$ cat config.mk
export PLATFORM = sky130hd
export DESIGN_NAME = mw_erase_engine
export DESIGN_NICKNAME = d
export VERILOG_FILES = /design/src/rtl/mw_pkg.sv /design/src/rtl/mw_sync.sv /design/src/rtl/mw_cmd_shift.sv /design/src/rtl/mw_erase_timer.sv /design/src/rtl/mw_status.sv /design/src/rtl/mw_array.sv /design/src/rtl/mw_erase_engine.sv
export SDC_FILE = /design/constraint.sdc
export NUM_CORES = 2
export LEC_CHECK = 0
export BUFFER_PORTS_ARGS = -buffer_cell sky130_fd_sc_hd__buf_2
export CORE_MARGIN = 2
export CORE_UTILIZATION = 35
export CTS_CLUSTER_SIZE = 10
export DETAILED_ROUTE_END_ITERATION = 8
export PLACE_DENSITY_LB_ADDON = 0.2
export SLEW_MARGIN = 20
export SYNTH_ARGS = -nofsm -noshare
export SYNTH_HDL_FRONTEND = slang
export SYNTH_HIERARCHICAL = 1
export SYNTH_SLANG_ARGS = --single-unit
$ cat constraint.sdc
create_clock -name clk_i -period 8.3 [get_ports clk_i]
set_input_delay 2.49 -clock clk_i [delete_from_list [all_inputs] [get_ports clk_i]]
set_output_delay 2.49 -clock clk_i [all_outputs]
set_load 0.01 [all_outputs]
$ cat src/rtl/mw_pkg.sv
package mw_pkg;
  typedef enum logic [1:0] {
    OP_EXT   = 2'b00,
    OP_WRITE = 2'b01,
    OP_READ  = 2'b10,
    OP_ERASE = 2'b11
  } mw_op_e;

  typedef enum logic {
    ST_IDLE,
    ST_SHIFT
  } mw_state_e;

  localparam logic [1:0] EXT_ALL_PREFIX = 2'b10;
endpackage

$ cat src/rtl/mw_sync.sv
module mw_sync #(
  parameter int unsigned W       = 1,
  parameter int unsigned STAGES  = 2,
  parameter logic [W-1:0] RST_VAL = '0
) (
  input  logic         clk_i,
  input  logic         rst_ni,
  input  logic [W-1:0] d_i,
  output logic [W-1:0] q_o
);
  logic [W-1:0] stg_q [STAGES];

  always_ff @(posedge clk_i or negedge rst_ni) begin
    if (!rst_ni) stg_q[0] <= RST_VAL;
    else         stg_q[0] <= d_i;
  end

  for (genvar i = 1; i < STAGES; i++) begin : g_stage
    always_ff @(posedge clk_i or negedge rst_ni) begin
      if (!rst_ni) stg_q[i] <= RST_VAL;
      else         stg_q[i] <= stg_q[i-1];
    end
  end

  assign q_o = stg_q[STAGES-1];
endmodule

$ cat src/rtl/mw_cmd_shift.sv
module mw_cmd_shift
  import mw_pkg::*;
#(
  parameter int unsigned ADDR_W = 10
) (
  input  logic              clk_i,
  input  logic              rst_ni,
  input  logic              cs_i,
  input  logic              rise_i,
  input  logic              di_i,
  input  logic              busy_i,
  output logic              start_o,
  output logic              go_o,
  output logic              go_all_o,
  output logic [ADDR_W-1:0] go_addr_o
);
  localparam int unsigned CMD_W = 2 + ADDR_W;
  localparam int unsigned CNT_W = $clog2(CMD_W + 1);

  mw_state_e        state_q;
  logic [CNT_W-1:0] cnt_q;
  logic [CMD_W-2:0] sr_q;
  logic [CMD_W-1:0] word;
  mw_op_e           op;

  assign word = {sr_q, di_i};
  assign op   = mw_op_e'(word[CMD_W-1 -: 2]);

  always_ff @(posedge clk_i or negedge rst_ni) begin
    if (!rst_ni) begin
      state_q   <= ST_IDLE;
      cnt_q     <= '0;
      sr_q      <= '0;
      start_o   <= 1'b0;
      go_o      <= 1'b0;
      go_all_o  <= 1'b0;
      go_addr_o <= '0;
    end else begin
      start_o <= 1'b0;
      go_o    <= 1'b0;
      unique case (state_q)
        ST_IDLE: begin
          if (cs_i && rise_i && di_i && !busy_i) begin
            state_q <= ST_SHIFT;
            cnt_q   <= '0;
            start_o <= 1'b1;
          end
        end
        ST_SHIFT: begin
          if (!cs_i) begin
            state_q <= ST_IDLE;
          end else if (rise_i) begin
            sr_q <= word[CMD_W-2:0];
            if (cnt_q == CNT_W'(CMD_W - 1)) begin
              state_q <= ST_IDLE;
              if (op == OP_ERASE) begin
                go_o      <= 1'b1;
                go_all_o  <= 1'b0;
                go_addr_o <= word[ADDR_W-1:0];
              end else if (op == OP_EXT && word[ADDR_W-1 -: 2] == EXT_ALL_PREFIX) begin
                go_o      <= 1'b1;
                go_all_o  <= 1'b1;
                go_addr_o <= word[ADDR_W-1:0];
              end
            end else begin
              cnt_q <= cnt_q + 1'b1;
            end
          end
        end
        default: state_q <= ST_IDLE;
      endcase
    end
  end

  AST_ABORT_ON_CS_LOW: assert property (@(posedge clk_i) disable iff (!rst_ni)
    (state_q == ST_SHIFT && !cs_i) |=> (state_q == ST_IDLE));
  AST_NO_GO_WHILE_BUSY: assert property (@(posedge clk_i) disable iff (!rst_ni)
    go_o |-> !busy_i);
endmodule

$ cat src/rtl/mw_erase_timer.sv
module mw_erase_timer #(
  parameter int unsigned ADDR_W    = 10,
  parameter int unsigned ERASE_CYC = 200,
  parameter int unsigned ERAL_CYC  = 600
) (
  input  logic              clk_i,
  input  logic              rst_ni,
  input  logic              go_i,
  input  logic              go_all_i,
  input  logic [ADDR_W-1:0] go_addr_i,
  output logic              busy_o,
  output logic              wr_stb_o,
  output logic              wr_all_o,
  output logic [ADDR_W-1:0] wr_addr_o
);
  localparam int unsigned MAX_CYC = (ERAL_CYC > ERASE_CYC) ? ERAL_CYC : ERASE_CYC;
  localparam int unsigned DUR_W   = $clog2(MAX_CYC + 1);

  logic [DUR_W-1:0] cnt_q;

  always_ff @(posedge clk_i or negedge rst_ni) begin
    if (!rst_ni) begin
      cnt_q     <= '0;
      busy_o    <= 1'b0;
      wr_stb_o  <= 1'b0;
      wr_all_o  <= 1'b0;
      wr_addr_o <= '0;
    end else begin
      wr_stb_o <= 1'b0;
      if (go_i && !busy_o) begin
        busy_o    <= 1'b1;
        cnt_q     <= go_all_i ? DUR_W'(ERAL_CYC - 1) : DUR_W'(ERASE_CYC - 1);
        wr_all_o  <= go_all_i;
        wr_addr_o <= go_addr_i;
      end else if (busy_o) begin
        if (cnt_q == '0) begin
          busy_o   <= 1'b0;
          wr_stb_o <= 1'b1;
        end else begin
          cnt_q <= cnt_q - 1'b1;
        end
      end
    end
  end

  AST_WR_AT_CYCLE_END: assert property (@(posedge clk_i) disable iff (!rst_ni)
    wr_stb_o |-> (!busy_o && $past(busy_o)));
  AST_DURATION_LOADED: assert property (@(posedge clk_i) disable iff (!rst_ni)
    $rose(busy_o) |-> (cnt_q == DUR_W'(ERASE_CYC - 1) || cnt_q == DUR_W'(ERAL_CYC - 1)));
endmodule

$ cat src/rtl/mw_status.sv
module mw_status #(
  parameter int unsigned TCSL_CYC = 4
) (
  input  logic clk_i,
  input  logic rst_ni,
  input  logic cs_i,
  input  logic busy_i,
  input  logic go_i,
  input  logic start_i,
  output logic do_o,
  output logic do_oe_o
);
  localparam int unsigned LC_W = $clog2(TCSL_CYC + 1);

  logic            cs_q, cs_rise, cs_fall;
  logic [LC_W-1:0] low_cnt_q;
  logic            armed_q, show_q, clr_pend_q;

  assign cs_rise = cs_i & ~cs_q;
  assign cs_fall = ~cs_i & cs_q;

  always_ff @(posedge clk_i or negedge rst_ni) begin
    if (!rst_ni) begin
      cs_q       <= 1'b0;
      low_cnt_q  <= '0;
      armed_q    <= 1'b0;
      show_q     <= 1'b0;
      clr_pend_q <= 1'b0;
    end else begin
      cs_q <= cs_i;
      if (cs_i)                               low_cnt_q <= '0;
      else if (low_cnt_q != LC_W'(TCSL_CYC))  low_cnt_q <= low_cnt_q + 1'b1;

      if (cs_fall && clr_pend_q) begin
        show_q     <= 1'b0;
        armed_q    <= 1'b0;
        clr_pend_q <= 1'b0;
      end else begin
        if (go_i) begin
          armed_q    <= 1'b1;
          clr_pend_q <= 1'b0;
        end else if (start_i && show_q && !busy_i) begin
          clr_pend_q <= 1'b1;
        end
        if (cs_rise && armed_q && low_cnt_q >= LC_W'(TCSL_CYC)) show_q <= 1'b1;
      end
    end
  end

  assign do_oe_o = show_q & cs_i;
  assign do_o    = ~busy_i;

  AST_SHOW_AFTER_CS_RISE: assert property (@(posedge clk_i) disable iff (!rst_ni)
    $rose(show_q) |-> $past(cs_rise));
  AST_CLEAR_ON_CS_FALL: assert property (@(posedge clk_i) disable iff (!rst_ni)
    $fell(show_q) |-> ($past(cs_fall) && !busy_i));
endmodule

$ cat src/rtl/mw_array.sv
module mw_array #(
  parameter int unsigned ADDR_W = 10,
  parameter int unsigned DATA_W = 8
) (
  input  logic              clk_i,
  input  logic              rst_ni,
  input  logic              wr_stb_i,
  input  logic              wr_all_i,
  input  logic [ADDR_W-1:0] wr_addr_i,
  input  logic [ADDR_W-1:0] rd_addr_i,
  output logic [DATA_W-1:0] rd_data_o
);
  localparam int unsigned DEPTH = 1 << ADDR_W;

  logic [DATA_W-1:0] mem_q [DEPTH];

  for (genvar i = 0; i < DEPTH; i++) begin : g_word
    always_ff @(posedge clk_i or negedge rst_ni) begin
      if (!rst_ni)
        mem_q[i] <= '0;
      else if (wr_stb_i && (wr_all_i || wr_addr_i == ADDR_W'(i)))
        mem_q[i] <= '1;
    end
  end

  assign rd_data_o = mem_q[rd_addr_i];
endmodule

$ cat src/rtl/mw_erase_engine.sv
module mw_erase_engine #(
  parameter int unsigned ADDR_W      = 10,
  parameter int unsigned DATA_W      = 8,
  parameter int unsigned ERASE_CYC   = 200,
  parameter int unsigned ERAL_CYC    = 600,
  parameter int unsigned TCSL_CYC    = 4,
  parameter int unsigned SYNC_STAGES = 2
) (
  input  logic              clk_i,
  input  logic              rst_ni,
  input  logic              cs_i,
  input  logic              sclk_i,
  input  logic              di_i,
  output logic              do_o,
  output logic              do_oe_o,
  input  logic [ADDR_W-1:0] obs_addr_i,
  output logic [DATA_W-1:0] obs_data_o
);
  logic              cs_s, sclk_s, di_s, sclk_q, rise;
  logic              start, go, go_all, busy, wr_stb, wr_all;
  logic [ADDR_W-1:0] go_addr, wr_addr;

  mw_sync #(.W(3), .STAGES(SYNC_STAGES), .RST_VAL(3'b000)) u_sync (
    .clk_i (clk_i),
    .rst_ni(rst_ni),
    .d_i   ({cs_i, sclk_i, di_i}),
    .q_o   ({cs_s, sclk_s, di_s})
  );

  always_ff @(posedge clk_i or negedge rst_ni) begin
    if (!rst_ni) sclk_q <= 1'b0;
    else         sclk_q <= sclk_s;
  end
  assign rise = sclk_s & ~sclk_q;

  mw_cmd_shift #(.ADDR_W(ADDR_W)) u_shift (
    .clk_i    (clk_i),
    .rst_ni   (rst_ni),
    .cs_i     (cs_s),
    .rise_i   (rise),
    .di_i     (di_s),
    .busy_i   (busy),
    .start_o  (start),
    .go_o     (go),
    .go_all_o (go_all),
    .go_addr_o(go_addr)
  );

  mw_erase_timer #(.ADDR_W(ADDR_W), .ERASE_CYC(ERASE_CYC), .ERAL_CYC(ERAL_CYC)) u_timer (
    .clk_i    (clk_i),
    .rst_ni   (rst_ni),
    .go_i     (go),
    .go_all_i (go_all),
    .go_addr_i(go_addr),
    .busy_o   (busy),
    .wr_stb_o (wr_stb),
    .wr_all_o (wr_all),
    .wr_addr_o(wr_addr)
  );

  mw_status #(.TCSL_CYC(TCSL_CYC)) u_status (
    .clk_i  (clk_i),
    .rst_ni (rst_ni),
    .cs_i   (cs_s),
    .busy_i (busy),
    .go_i   (go),
    .start_i(start),
    .do_o   (do_o),
    .do_oe_o(do_oe_o)
  );

  mw_array #(.ADDR_W(ADDR_W), .DATA_W(DATA_W)) u_array (
    .clk_i    (clk_i),
    .rst_ni   (rst_ni),
    .wr_stb_i (wr_stb),
    .wr_all_i (wr_all),
    .wr_addr_i(wr_addr),
    .rd_addr_i(obs_addr_i),
    .rd_data_o(obs_data_o)
  );

  AST_OE_NEEDS_CS: assert property (@(posedge clk_i) disable iff (!rst_ni)
    (!cs_s && !$past(cs_s)) |-> !do_oe_o);
endmodule

==> out/qor.csv <==
metric,value,unit
whs_endpoint,u_sync/q_o[0],
track_usage,0.210,
critPathCaptureType,primary output,
slew-limit-headroom,0.234,
crit_chain,"buf_8, buf_16, buf_4, mux4_2, a22o_1, a221oi_1, o21ai_0, nor3_1, a211oi_1, a32oi_1, o2111ai_2, buf_4, buf_2",
ant_nets,0,
cts_inserted_buffers,135,
cp-start-kind,primary input,
finalSetupViolations,0,
timing.rr.end,u_array/mem_q[5296],
routed_wl,170,mm
overflow,0,
cts_tree,done,
slew_violations,0,
worstSetupPathType,primary input to primary output,
cp.arrival,5.73,ns
r2r_cells,5,
rsz0062_at_grt,false,
synth_area_leaders,"dfrtp_1 50%, a21o_1 28%, mux4_2 8.8%, clkbuf_1 2.8%, mux2i_1 2.0%",
drc_errors,0,
nets,4616,
worstMarginPinSlew,1.15,ns
fill_cells,14900,
skew,0.0391,ns
gp_congestion,0.822,
die_h,401,um
p_per_area,184,nW/um2
clock-root-buffer,clkbuf_16,
ir_drop,0.000161,V
vias,38700,
hold_path_class,register to register,
synth_cells,4759,
synth.most_common_cell,a21o_1,
grt_pass1_vias,39600,
hold_depth,0,
crit_family,compound AO/OA/AOI/OAI gates,
syn_nets,4778,
synthFlopType,dfrtp_1,
synth_top_area_frac,0.495,
synth_area_per_cell,11.6,um2
drive_gt1_frac,0.137,
die-area,161000,um2
portBuffers,24,
synth_edf_count,0,
yosys-top-cells-count,"2049 x a21o_1, 1090 x dfrtp_1, 408 x clkbuf_1, 283 x nor2_1, 215 x mux4_2",
cpPeakStageDelay,0.72,ns
cts.path.max_buffers,3,
worstPathBufferInverterCount,5,
grt_max_degree,217,
wl_per_cell,25.3,um
reg2reg_setup_slack,5.35,ns
min_period_over_period,0.990,
multi_input_area,25700,um2
finalHoldViolCount,0,
clock_latency,0.80,ns
cp_slowest_cell,a211oi_1,
cp_common_cell,buf_4,
synth_top_cell_by_area,dfrtp_1,
leakage,44.0,nW
synthArstFlopShare,1.00,
synth_seq_cells,1090,
design_area,61600,um2
rows,145,
dp_hpwl,100,mm
hp-start,u_sync/stg_q[3],
cts.hold.buffers_added,0,
grt_pass1_wl,263,mm
run_status,"complete, no violations",
ys_warn_count,6,
first_pass_iters,5,
dp_slack,-0.360,ns
max_freq,0.122,GHz
finalWorstSetupSlack,0.0806,ns
start_util,0.352,
drtIter0Drc,2971,
synthToLayoutAreaGrowth,11.8,%
place_area,57300,um2
via_per_inst,5.75,
yosysSeqAreaShare,0.495,
register_area,27300,um2
drv_cap,0,
tns,0,ns
design.core.area,156000,um2
yosysUniqueCellTypes,74,
htree_levels,4,
cts.sinks,1090,
fin_crit,8.22,ns
antenna_found_initial,7,
io-pin-count,25,
clk_pin_slew_worst_paths,0.05,ns
synth_area,55100,um2
power,0.0113,W
crit_path_max_fanout,20,
die_x,401,um
crit_required,5.81,ns
reg2reg_from,u_timer/wr_addr_o[8],
-- cell families (layout without fill, tap and decap cells) --
| kind of cell | after synthesis | count (layout) | synth area share |
|---|---|---|---|
| other cells | 0 | 3 | 0 |
| flops | 1090 | 1090 | 0.495 |
| buf+inv | 505 | 413 | 0.0411 |
| fa+ha+maj | 4 | 4 | 0.000909 |
| mux | 342 | 342 | 0.111 |
| compound gates | 2268 | 2268 | 0.308 |
| simple gates | 550 | 550 | 0.0433 |
-- registers in the layout, summed over array words and instances, names as in the netlist, 4 cells and up --
signal,cells
u_array/mem_q,1024
u_shift/cnt_q,4
u_shift/go_addr_o,10
u_shift/sr_q,11
u_timer/cnt_q,10
u_timer/wr_addr_o,10
-- per-stage QoR --
stage          hold slack (ns)  instances  utilization
6_report                 0.349       6728        0.394
5_1_grt                  0.360       6725        0.394
4_1_cts                  0.350       6720        0.393
3_5_place_dp             0.342       6513        0.367
3_3_place_gp             0.333       6513        0.367
2_1_floorplan            0.331       4759            -
-- metal layers --
metal | track usage | share of wire
met2 | 0.325 | 0.46
met4 | 0.0509 | 0.019
met3 | 0.0335 | 0.047
met5 | 0 | 0.00013
met1 | 0.308 | 0.47
-- cell type report --
class                           count  share of cell area
Multi-Input combinational cell   3164               0.417
Clock inverter                     18             0.00410
Timing Repair Buffer              192              0.0316
Sequential cell                  1090               0.443
Clock buffer                      189              0.0619
Inverter                           14            0.000853
Antenna cell                        3            0.000122
Tap cell                         2058              0.0418
-- worst max path at each step --
stage / from / to / slack, ns / cells after the start
after floorplan: obs_addr_i[0] / obs_data_o[1] / 0.80 / 11
final: obs_addr_i[1] / obs_data_o[7] / 0.08 / 13
after global routing: obs_addr_i[3] / obs_data_o[4] / 0.03 / 12
after CTS: obs_addr_i[0] / obs_data_o[4] / 0.007 / 13
after global placement: obs_addr_i[2] / obs_data_o[4] / -0.30 / 13
after detailed placement: obs_addr_i[2] / obs_data_o[4] / -0.36 / 13
-- layout by cell type (no fill, tap or decap), drive strengths merged, types with 8 or more instances in the layout --
master / count
o21ai: 22
a211oi: 13
dfrtp: 1090
o22ai: 31
nor2: 283
mux2i: 112
a21oi: 41
a22oi: 15
nor3: 28
clkbuf: 192
nand4: 8
nand2: 135
nor2b: 21
a21o: 2049
clkinv: 8
mux4: 215
buf: 189
inv: 23
o221ai: 48
mux2: 15
nand3: 25
-- worst reg2reg max path: cells and delay by family, from the launching register on --
| kind | cells | cell delay (ns) |
|---|---|---|
| compound gates | 2 | 0.42 |
| simple gates | 1 | 0.40 |
| flops | 1 | 0.48 |
| buf+inv | 2 | 1.58 |
-- where the power goes --
part           total [W]  switching (W)  internal, W
clock network    0.00557        0.00235      0.00322
registers        0.00533     0.00000627      0.00532
logic           0.000452       0.000309     0.000143
-- repair_timing --
| item | 4_1_cts | 5_1_grt |
|---|---|---|
| gates resized for setup | 8 | 10 |
| cloned | 0 | 3 |
| buffers inserted | 0 | 0 |
| pin swaps | 0 | 1 |
| endpoints found under the setup margin | 8 | 8 |
Note: power is estimated with default switching activity, not from simulation.
